`config.mk`:
```
export PLATFORM = sky130hd
export DESIGN_NAME = serial_bank_ctrl
export DESIGN_NICKNAME = d
export VERILOG_FILES = /design/src/rtl/sbm_pkg.sv /design/src/rtl/sbm_serial_loader.sv /design/src/rtl/sbm_bank_regs.sv /design/src/rtl/sbm_prg_map.sv /design/src/rtl/sbm_chr_map.sv /design/src/rtl/serial_bank_ctrl.sv
export SDC_FILE = /design/constraint.sdc
export NUM_CORES = 1
export LEC_CHECK = 0
export BUFFER_PORTS_ARGS = -buffer_cell sky130_fd_sc_hd__buf_2
export CELL_PAD_IN_SITES_DETAIL_PLACEMENT = 0
export CELL_PAD_IN_SITES_GLOBAL_PLACEMENT = 1
export CORE_UTILIZATION = 26
export DETAILED_ROUTE_END_ITERATION = 6
export PLACE_DENSITY_LB_ADDON = 0.1
export SLEW_MARGIN = 20
export SYNTH_ARGS = -nofsm -noshare
export SYNTH_HDL_FRONTEND = slang
export SYNTH_SLANG_ARGS = --single-unit
```
`constraint.sdc`:
```
create_clock -name clk -period 1.6 [get_ports clk]
set_clock_uncertainty 0.05 [all_clocks]
set_input_delay 0.16 -clock clk [delete_from_list [all_inputs] [get_ports clk]]
set_output_delay 0.16 -clock clk [all_outputs]
set_load 0.1 [all_outputs]
```
`src/rtl/sbm_pkg.sv`:
```
package sbm_pkg;
    localparam int LOAD_W     = 5;
    localparam int CNT_W      = $clog2(LOAD_W);
    localparam int PRG_SEL_W  = 4;
    localparam int CHR_SEL_W  = LOAD_W;
    localparam int PRG_WIN_W  = 14;
    localparam int CHR_WIN_W  = 12;
    localparam int DATA_W     = 8;

    localparam logic [LOAD_W-1:0] CTRL_RESET = 5'h1C;
    localparam logic [LOAD_W-1:0] CTRL_FORCE = 5'b01100;

    typedef enum logic [1:0] {
        SEL_CTRL   = 2'd0,
        SEL_CHR_LO = 2'd1,
        SEL_CHR_HI = 2'd2,
        SEL_PRG    = 2'd3
    } reg_sel_e;

    typedef enum logic [1:0] {
        MIR_SINGLE_LO = 2'd0,
        MIR_SINGLE_HI = 2'd1,
        MIR_VERT      = 2'd2,
        MIR_HORZ      = 2'd3
    } mirror_e;

    typedef struct packed {
        logic [LOAD_W-1:0]    ctrl;
        logic [CHR_SEL_W-1:0] chr_lo;
        logic [CHR_SEL_W-1:0] chr_hi;
        logic [PRG_SEL_W-1:0] prg;
    } bank_regs_t;

    typedef struct packed {
        logic [LOAD_W-1:0] shift;
        logic [CNT_W-1:0]  cnt;
    } loader_t;
endpackage

```
`src/rtl/sbm_serial_loader.sv`:
```
module sbm_serial_loader
    import sbm_pkg::*;
(
    input  logic              clk,
    input  logic              rst_n,
    input  logic              wr_en_i,
    input  logic [DATA_W-1:0] wr_data_i,
    output logic              clear_o,
    output logic              commit_o,
    output logic [LOAD_W-1:0] value_o
);
    localparam logic [CNT_W-1:0] LAST_CNT = CNT_W'(LOAD_W - 1);

    loader_t st_d, st_q;
    logic    shift_en;
    logic    unused_data;

    assign unused_data = ^wr_data_i[DATA_W-2:1];

    always_comb begin
        st_d     = st_q;
        clear_o  = wr_en_i &  wr_data_i[DATA_W-1];
        shift_en = wr_en_i & ~wr_data_i[DATA_W-1];
        value_o  = {wr_data_i[0], st_q.shift[LOAD_W-1:1]};
        commit_o = shift_en && (st_q.cnt == LAST_CNT);
        if (clear_o || commit_o) begin
            st_d = '0;
        end else if (shift_en) begin
            st_d.shift = value_o;
            st_d.cnt   = st_q.cnt + 1'b1;
        end
    end

    always_ff @(posedge clk or negedge rst_n) begin
        if (!rst_n) st_q <= '0;
        else        st_q <= st_d;
    end

    // restart bit empties the shifter
    a_r2_restart_empties: assert property (@(posedge clk) disable iff (!rst_n)
        clear_o |=> (st_q.shift == '0) && (st_q.cnt == '0));

    // count never passes the last stage
    a_r3_count_bound: assert property (@(posedge clk) disable iff (!rst_n)
        st_q.cnt <= LAST_CNT);

    // each plain write below the last stage advances the count
    a_r3_count_step: assert property (@(posedge clk) disable iff (!rst_n)
        (shift_en && !commit_o) |=> st_q.cnt == $past(st_q.cnt) + 1'b1);

    // a commit restarts the count
    a_r4_commit_restarts: assert property (@(posedge clk) disable iff (!rst_n)
        commit_o |=> (st_q.cnt == '0) && (st_q.shift == '0));
endmodule

```
`src/rtl/sbm_bank_regs.sv`:
```
module sbm_bank_regs
    import sbm_pkg::*;
(
    input  logic              clk,
    input  logic              rst_n,
    input  logic              clear_i,
    input  logic              commit_i,
    input  reg_sel_e          sel_i,
    input  logic [LOAD_W-1:0] value_i,
    output bank_regs_t        regs_o
);
    bank_regs_t r_d, r_q;

    always_comb begin
        r_d = r_q;
        if (clear_i) begin
            r_d.ctrl = r_q.ctrl | CTRL_FORCE;
        end else if (commit_i) begin
            unique case (sel_i)
                SEL_CTRL:   r_d.ctrl   = value_i;
                SEL_CHR_LO: r_d.chr_lo = value_i;
                SEL_CHR_HI: r_d.chr_hi = value_i;
                SEL_PRG:    r_d.prg    = value_i[PRG_SEL_W-1:0];
                default:    r_d        = r_q;
            endcase
        end
    end

    always_ff @(posedge clk or negedge rst_n) begin
        if (!rst_n) begin
            r_q        <= '0;
            r_q.ctrl   <= CTRL_RESET;
        end else begin
            r_q <= r_d;
        end
    end

    assign regs_o = r_q;

    // restart and commit never coincide
    a_r2_exclusive: assert property (@(posedge clk) disable iff (!rst_n)
        !(clear_i && commit_i));

    // restart forces the program mode and keeps mirroring
    a_r2_force_mode: assert property (@(posedge clk) disable iff (!rst_n)
        clear_i |=> (r_q.ctrl[3:2] == 2'b11) &&
                    (r_q.ctrl[1:0] == $past(r_q.ctrl[1:0])) &&
                    (r_q.chr_lo == $past(r_q.chr_lo)) &&
                    (r_q.prg == $past(r_q.prg)));

    // without restart or commit nothing moves
    a_r3_hold_idle: assert property (@(posedge clk) disable iff (!rst_n)
        (!clear_i && !commit_i) |=> $stable(r_q));

    // a commit to a bank register leaves control alone
    a_r4_one_target: assert property (@(posedge clk) disable iff (!rst_n)
        (commit_i && sel_i != SEL_CTRL) |=> $stable(r_q.ctrl));
endmodule

```
`src/rtl/sbm_prg_map.sv`:
```
module sbm_prg_map
    import sbm_pkg::*;
#(
    parameter int PRG_BANKS = 8
) (
    input  logic [1:0]                     mode_i,
    input  logic [PRG_SEL_W-1:0]           bank_i,
    input  logic [PRG_WIN_W:0]             cpu_addr_i,
    output logic [PRG_SEL_W+PRG_WIN_W-1:0] prg_addr_o
);
    localparam logic [PRG_SEL_W-1:0] LAST_BANK = PRG_SEL_W'(PRG_BANKS - 1);

    logic                 upper;
    logic [PRG_SEL_W-1:0] sel_bank;

    always_comb begin
        upper    = cpu_addr_i[PRG_WIN_W];
        sel_bank = '0;
        unique case (mode_i)
            2'b10:   sel_bank = upper ? bank_i : '0;
            2'b11:   sel_bank = upper ? LAST_BANK : bank_i;
            default: sel_bank = {bank_i[PRG_SEL_W-1:1], upper};
        endcase
        prg_addr_o = {sel_bank, cpu_addr_i[PRG_WIN_W-1:0]};
    end
endmodule

```
`src/rtl/sbm_chr_map.sv`:
```
module sbm_chr_map
    import sbm_pkg::*;
(
    input  logic                           split_i,
    input  logic [CHR_SEL_W-1:0]           lo_i,
    input  logic [CHR_SEL_W-1:0]           hi_i,
    input  logic [CHR_WIN_W:0]             ppu_addr_i,
    output logic [CHR_SEL_W+CHR_WIN_W-1:0] chr_addr_o
);
    logic [CHR_SEL_W-1:0] sel_bank;

    always_comb begin
        if (split_i) begin
            sel_bank = ppu_addr_i[CHR_WIN_W] ? hi_i : lo_i;
        end else begin
            sel_bank = {lo_i[CHR_SEL_W-1:1], ppu_addr_i[CHR_WIN_W]};
        end
        chr_addr_o = {sel_bank, ppu_addr_i[CHR_WIN_W-1:0]};
    end
endmodule

```
`src/rtl/serial_bank_ctrl.sv`:
```
module serial_bank_ctrl
    import sbm_pkg::*;
#(
    parameter int PRG_BANKS = 8
) (
    input  logic                           clk,
    input  logic                           rst_n,
    input  logic                           cpu_wr_en,
    input  logic [PRG_WIN_W:0]             cpu_addr,
    input  logic [DATA_W-1:0]              cpu_wr_data,
    input  logic [CHR_WIN_W:0]             ppu_addr,
    output logic [PRG_SEL_W+PRG_WIN_W-1:0] prg_addr,
    output logic [CHR_SEL_W+CHR_WIN_W-1:0] chr_addr,
    output logic [1:0]                     mirror
);
    localparam logic [PRG_SEL_W-1:0] LAST_BANK = PRG_SEL_W'(PRG_BANKS - 1);

    logic              ld_clear;
    logic              ld_commit;
    logic [LOAD_W-1:0] ld_value;
    bank_regs_t        regs;

    sbm_serial_loader u_loader (
        .clk       (clk),
        .rst_n     (rst_n),
        .wr_en_i   (cpu_wr_en),
        .wr_data_i (cpu_wr_data),
        .clear_o   (ld_clear),
        .commit_o  (ld_commit),
        .value_o   (ld_value)
    );

    sbm_bank_regs u_regs (
        .clk      (clk),
        .rst_n    (rst_n),
        .clear_i  (ld_clear),
        .commit_i (ld_commit),
        .sel_i    (reg_sel_e'(cpu_addr[PRG_WIN_W:PRG_WIN_W-1])),
        .value_i  (ld_value),
        .regs_o   (regs)
    );

    sbm_prg_map #(.PRG_BANKS(PRG_BANKS)) u_prg (
        .mode_i     (regs.ctrl[3:2]),
        .bank_i     (regs.prg),
        .cpu_addr_i (cpu_addr),
        .prg_addr_o (prg_addr)
    );

    sbm_chr_map u_chr (
        .split_i    (regs.ctrl[4]),
        .lo_i       (regs.chr_lo),
        .hi_i       (regs.chr_hi),
        .ppu_addr_i (ppu_addr),
        .chr_addr_o (chr_addr)
    );

    assign mirror = regs.ctrl[1:0];

    // in 32 KB mode the window half passes straight through
    a_r6_half_through: assert property (@(posedge clk) disable iff (!rst_n)
        (regs.ctrl[3] == 1'b0) |-> (prg_addr[PRG_WIN_W] == cpu_addr[PRG_WIN_W]));

    // lower window pinned to bank zero
    a_r7_first_fixed: assert property (@(posedge clk) disable iff (!rst_n)
        (regs.ctrl[3:2] == 2'b10 && !cpu_addr[PRG_WIN_W]) |->
            (prg_addr[PRG_SEL_W+PRG_WIN_W-1:PRG_WIN_W] == '0));

    // upper window pinned to the last bank
    a_r8_last_fixed: assert property (@(posedge clk) disable iff (!rst_n)
        (regs.ctrl[3:2] == 2'b11 && cpu_addr[PRG_WIN_W]) |->
            (prg_addr[PRG_SEL_W+PRG_WIN_W-1:PRG_WIN_W] == LAST_BANK));

    // offset inside a character bank passes through
    a_r9_chr_offset: assert property (@(posedge clk) disable iff (!rst_n)
        chr_addr[CHR_WIN_W-1:0] == ppu_addr[CHR_WIN_W-1:0]);

    // in 8 KB mode the high half follows the picture address
    a_r10_chr_half: assert property (@(posedge clk) disable iff (!rst_n)
        !regs.ctrl[4] |-> (chr_addr[CHR_WIN_W] == ppu_addr[CHR_WIN_W]));
endmodule

```
# After elaboration in Yosys (flattened, before gate mapping)
# Index checks and enable logic that the tools add are counted.
[word_totals]
regBits = 27
input_bits = 39
output_inout_bits = 37
[classes]
addsub = 1
eq_ne = 6
n_mux = 13
bitwise = 4
reduce_logical = 11
[op_table]
columns = ["operator", "count"]
rows = [
  ["$mux W4", 5],
  ["$mux W5", 4],
  ["$mux W18", 1],
  ["$mux W8", 2],
  ["$reduce_and A3 Y1", 4],
  ["$eq A2 B2 Y1 const B", 4],
  ["$pmux W4 S2", 1],
  ["$reduce_bool A2 Y1", 3],
  ["$add A3 B1 Y3 const B", 1],
  ["$eq A3 B3 Y1 const B", 1],
  ["$and A1 B1 Y1", 2],
  ["$eq A2 B1 Y1 const B", 1],
  ["$logic_not A2 Y1", 1],
  ["$not A1 Y1", 2],
  ["$reduce_and A2 Y1", 1],
  ["$logic_and A1 B1 Y1", 1],
  ["$logic_or A1 B1 Y1", 1],
]

# Longest topological paths before layout
[logic_depth]
depth_word = 5
depth_mapped = 6

# By module
# From an unflattened synthesis, not the netlist that was laid out.
[hier_totals]
hier_cells = 132
area_unflattened_um2 = 1556.5
[by_module_without_submodules]
columns = ["module", "n_inst", "cells_per_inst", "area_each_um2", "seq_area_each_um2"]
rows = [
  ["sbm_bank_regs", 1, 47, 815.8, 479.2],
  ["sbm_serial_loader", 1, 38, 387.9, 175.2],
  ["sbm_prg_map", 1, 27, 181.4, 0.0],
  ["sbm_chr_map", 1, 20, 171.4, 0.0],
]

# Worst setup path after synthesis
# No wires, ideal clock.
[synth_path]
kind = "register -> output"
start = "register u_regs.r_q, in the netlist u_regs.regs_o[16]"
end = "output prg_addr[17]"
arrival_time_ps = 2814
t_required_ps = 1390
setup_slack_ps = -1424
stages_incl_launch_ff = 3
n_path_buf = 0
cell_sequence = "dfstp_2 -> xnor2_1 -> a21boi_0"
[synth_via]
elab_chain_cells = 2
elab_cells_between_ends = 3
cone_classes = "eq/ne: 2; mux: 1"
[synth_lines]
columns = ["item", "line", "rtl"]
rows = [
  ["from (decl)", "sbm_bank_regs.sv:12", "bank_regs_t r_d, r_q;"],
  ["from (signal assigned)", "sbm_bank_regs.sv:34", "r_q <= r_d;"],
  ["$eq A2 B2 Y1", "sbm_prg_map.sv:19", "unique case (mode_i)"],
  ["$pmux W4 S2 *", "sbm_prg_map.sv:19", ""],
  ["to (decl)", "serial_bank_ctrl.sv:12", "output logic [PRG_SEL_W+PRG_WIN_W-1:0] prg_addr,"],
]
# Mark *: on every way between the ends. The rest lies on a longest branch, timed or not.

# Worst setup path after layout
[layout_path]
start = "register u_regs.r_q, in the netlist u_regs.regs_o[18]"
end = "output chr_addr[15]"
[layout_via]
elab_chain_cells = 1
[layout_lines]
columns = ["item", "line", "rtl"]
rows = [
  ["$mux W5", "sbm_chr_map.sv:13", "if (split_i) begin"],
  ["to (decl)", "serial_bank_ctrl.sv:13", "output logic [CHR_SEL_W+CHR_WIN_W-1:0] chr_addr,"],
]
# Every way passes these cells.

==> results.json <==
{
  "netlist_area_um2": 1440,
  "root_buffer": "clkbuf_8",
  "cap_violations": 0,
  "reg2reg_slack_ns": 0,
  "clk_pin_slew_ns": 0.09,
  "cpPeakStageDelay_ns": 0.57,
  "r2r-start": "u_loader.st_q[0]$_DFFE_PN0P_",
  "path_max_fanout": 4,
  "via_per_inst": 4.55,
  "p_per_area_nw_per_um2": 784,
  "report.final.hold_viol_count": 0,
  "grt-ovfl-total": 0,
  "seqCellArea_um2": 654,
  "gp_congestion": 0.687,
  "die_w_um": 76.3,
  "ys_seq_elements": 26,
  "io_buffer_count": 19,
  "startpoint": "u_regs.regs_o[18]$_DFFE_PN1P_",
  "cts_made_buffers": 3,
  "yosysWarnings": 0,
  "crit_family": "flip-flops",
  "synth.avg_cell_area_um2": 11.8,
  "hold_path.class": "input pin to flip-flop",
  "drc": 0,
  "io_pins": 76,
  "pre_cts_ws_ns": -0.0728,
  "start_util_pct": 27.6,
  "cts.sinks": 26,
  "cp.depth": 3,
  "synth_seq_area_share_pct": 45.6,
  "antenna_cells": 0,
  "grt_pass1_wl_um": 5010,
  "max_freq_mhz": 616,
  "core_area_um2": 5200,
  "syn_inst": 122,
  "die_h_um": 76.3,
  "vdd_drop_max_uv": 268,
  "p_leak_uw": 0.000885,
  "status": "finished, violations left",
  "endpoint_kind": "output pin",
  "relSlewSlack_pct": 59.7,
  "grt_max_degree": 27,
  "design.die.area_um2": 5820,
  "worst-setup-path-type": "flip-flop to output pin",
  "rsz0062_at_grt": "yes",
  "drive_above_1_share_pct": 61.8,
  "whs_ns": 0.0976,
  "setup_ws_ns": -0.0226,
  "crit_path_end": "chr_addr[15]",
  "netlist.area_leader.share_pct": 40.1,
  "antenna_found_initial": 0,
  "setup_viol": 4,
  "violations": "setup timing",
  "drv_slew": 0,
  "power_uw": 1450,
  "htreeDepth": 1,
  "vias": 915,
  "critPathArrivalTime_ns": 1.41,
  "fillers": 537,
  "firstDrtPassIters": 3,
  "tightest_slew_ns": 0.604,
  "cp-start-kind": "flip-flop",
  "min_from": "cpu_wr_data[7]",
  "r2r-end": "u_regs.regs_o[15]$_DFFE_PN0P_",
  "cp_num_buf_inv": 1,
  "synth_cell_types": 24,
  "rows": 26,
  "ys_top_cells_by_area": "dfrtp_1, mux2_2, buf_4, dfstp_2, a21oi_1",
  "min_period_over_period_pct": 101,
  "worstPathRequired_ns": 1.39,
  "syn_nets": 163,
  "tritoncts": "built",
  "grt_pass1_vias": 997,
  "clk_latency_ns": 0.26,
  "clock_path_buffers": 2,
  "layout_min_cycle_time_ns": 1.62,
  "wl_per_cell_um": 14.9,
  "grt_usage_pct": 10.9,
  "drt_wl_total_um": 3000,
  "multi_input_area_um2": 677,
  "rr_worst_depth": 5,
  "nNetsFinal": 173,
  "drt-initial-drc-count": 3,
  "crit_slowest_cell": "dfstp_2",
  "area_growth_syn_to_layout_pct": 29.2,
  "synth_top_area_cell": "dfrtp_1",
  "hpwl_um": 2090,
  "antenna_left": 0,
  "crit_chain": "nand2_4, mux2_4, buf_12"
}
-- placed cells by master, fill, tap and decap left out, drive strengths merged, types with 3 or more instances in the layout --
cell type	instances
dfrtp	23
clkbuf	4
a22o	5
inv	6
a21oi	10
nor2	5
buf	34
mux2	22
dfstp	3
-- per-stage QoR --
stage	utilization [%]	setup TNS, ns	instances	area, um2
after global routing	35.6	-0.993	201	1850
after global placement	32.1	-0.140	192	1670
after detailed placement	32.1	-0.292	192	1670
final	35.6	-0.0356	201	1850
after floorplan	-	-0.181	122	1500
after CTS	35.6	-0.189	201	1850
-- synth_stat cells (all sizes together) --
library cell and count:
a22o 5, buf 29, or3 1, xnor2 1
a31oi 1, a21oi 10, mux2i 2, o2bb2ai 1
nand4b 1, nand2 2, mux2 22, a21boi 1
a211oi 1, clkbuf 1, nor3b 2, dfrtp 23
nand2b 2, and3b 1, dfstp 3, ha 2
nor2 5, inv 6
-- what timing repair did --
item | CTS | global route
gates cloned | 0 | 0
hold buffers | 1 | 0
hold endpoints to repair | 23 | 0
pin swaps | 3 | 3
buffers inserted | 4 | 1
resized for setup | 24 | 2
endpoints found under the setup margin | 22 | 28
-- report_power, final --
group,total (uW),internal [uW],switching [uW]
Clock,379,178,201
Combinational,356,154,202
Sequential,718,690,28.7
-- cell type report --
| class | instances | area share, % |
|---|---|---|
| Timing Repair Buffer | 35 | 19.8 |
| Multi-Input combinational cell | 60 | 36.5 |
| Sequential cell | 26 | 35.3 |
| Tap cell | 70 | 4.72 |
| Inverter | 6 | 1.21 |
| Clock buffer | 4 | 2.43 |
-- per-layer routing --
layer / vias up / GRT usage [%] / routed length [um]
li1: 414 / - / -
met1: 452 / 13.3 / 1330
met2: 25 / 17.4 / 1360
met3: 24 / 1.56 / 150
met4: 0 / 7.88 / 150
met5: - / 0 / 0
-- how the worst min path moves through the flow --
stage,end,slack (ns),cells past startpoint
2_1_floorplan,u_loader.st_q[0]$_DFFE_PN0P_,-0.19,0
3_3_place_gp,u_regs.regs_o[8]$_DFFE_PN0P_,0.15,1
3_5_place_dp,u_regs.regs_o[13]$_DFFE_PN0P_,0.16,1
4_1_cts,u_loader.st_q[2]$_DFFE_PN0P_,0.09,2
5_1_grt,u_loader.st_q[2]$_DFFE_PN0P_,0.09,2
6_report,u_loader.st_q[2]$_DFFE_PN0P_,0.1,2
-- registers in the layout (all words and copies together) (netlist names) --
name              cells
u_regs.regs_o        19
u_loader.value_o      4
u_loader.st_q         3
-- kinds of logic (layout without fill, tap and decap cells) --
family	Yosys count	in the layout	synth area share (%)
adders and majority gates	2	2	1.74
muxes	24	24	19.4
DFF	26	26	45.6
and+or+nand+nor	14	14	7.15
xor gates and xnor gates	1	1	0.610
AOI/OAI and AO/OA	19	19	8.63
buffers and inverters	36	45	16.8
No activity file was read; power rests on OpenSTA's default activity.
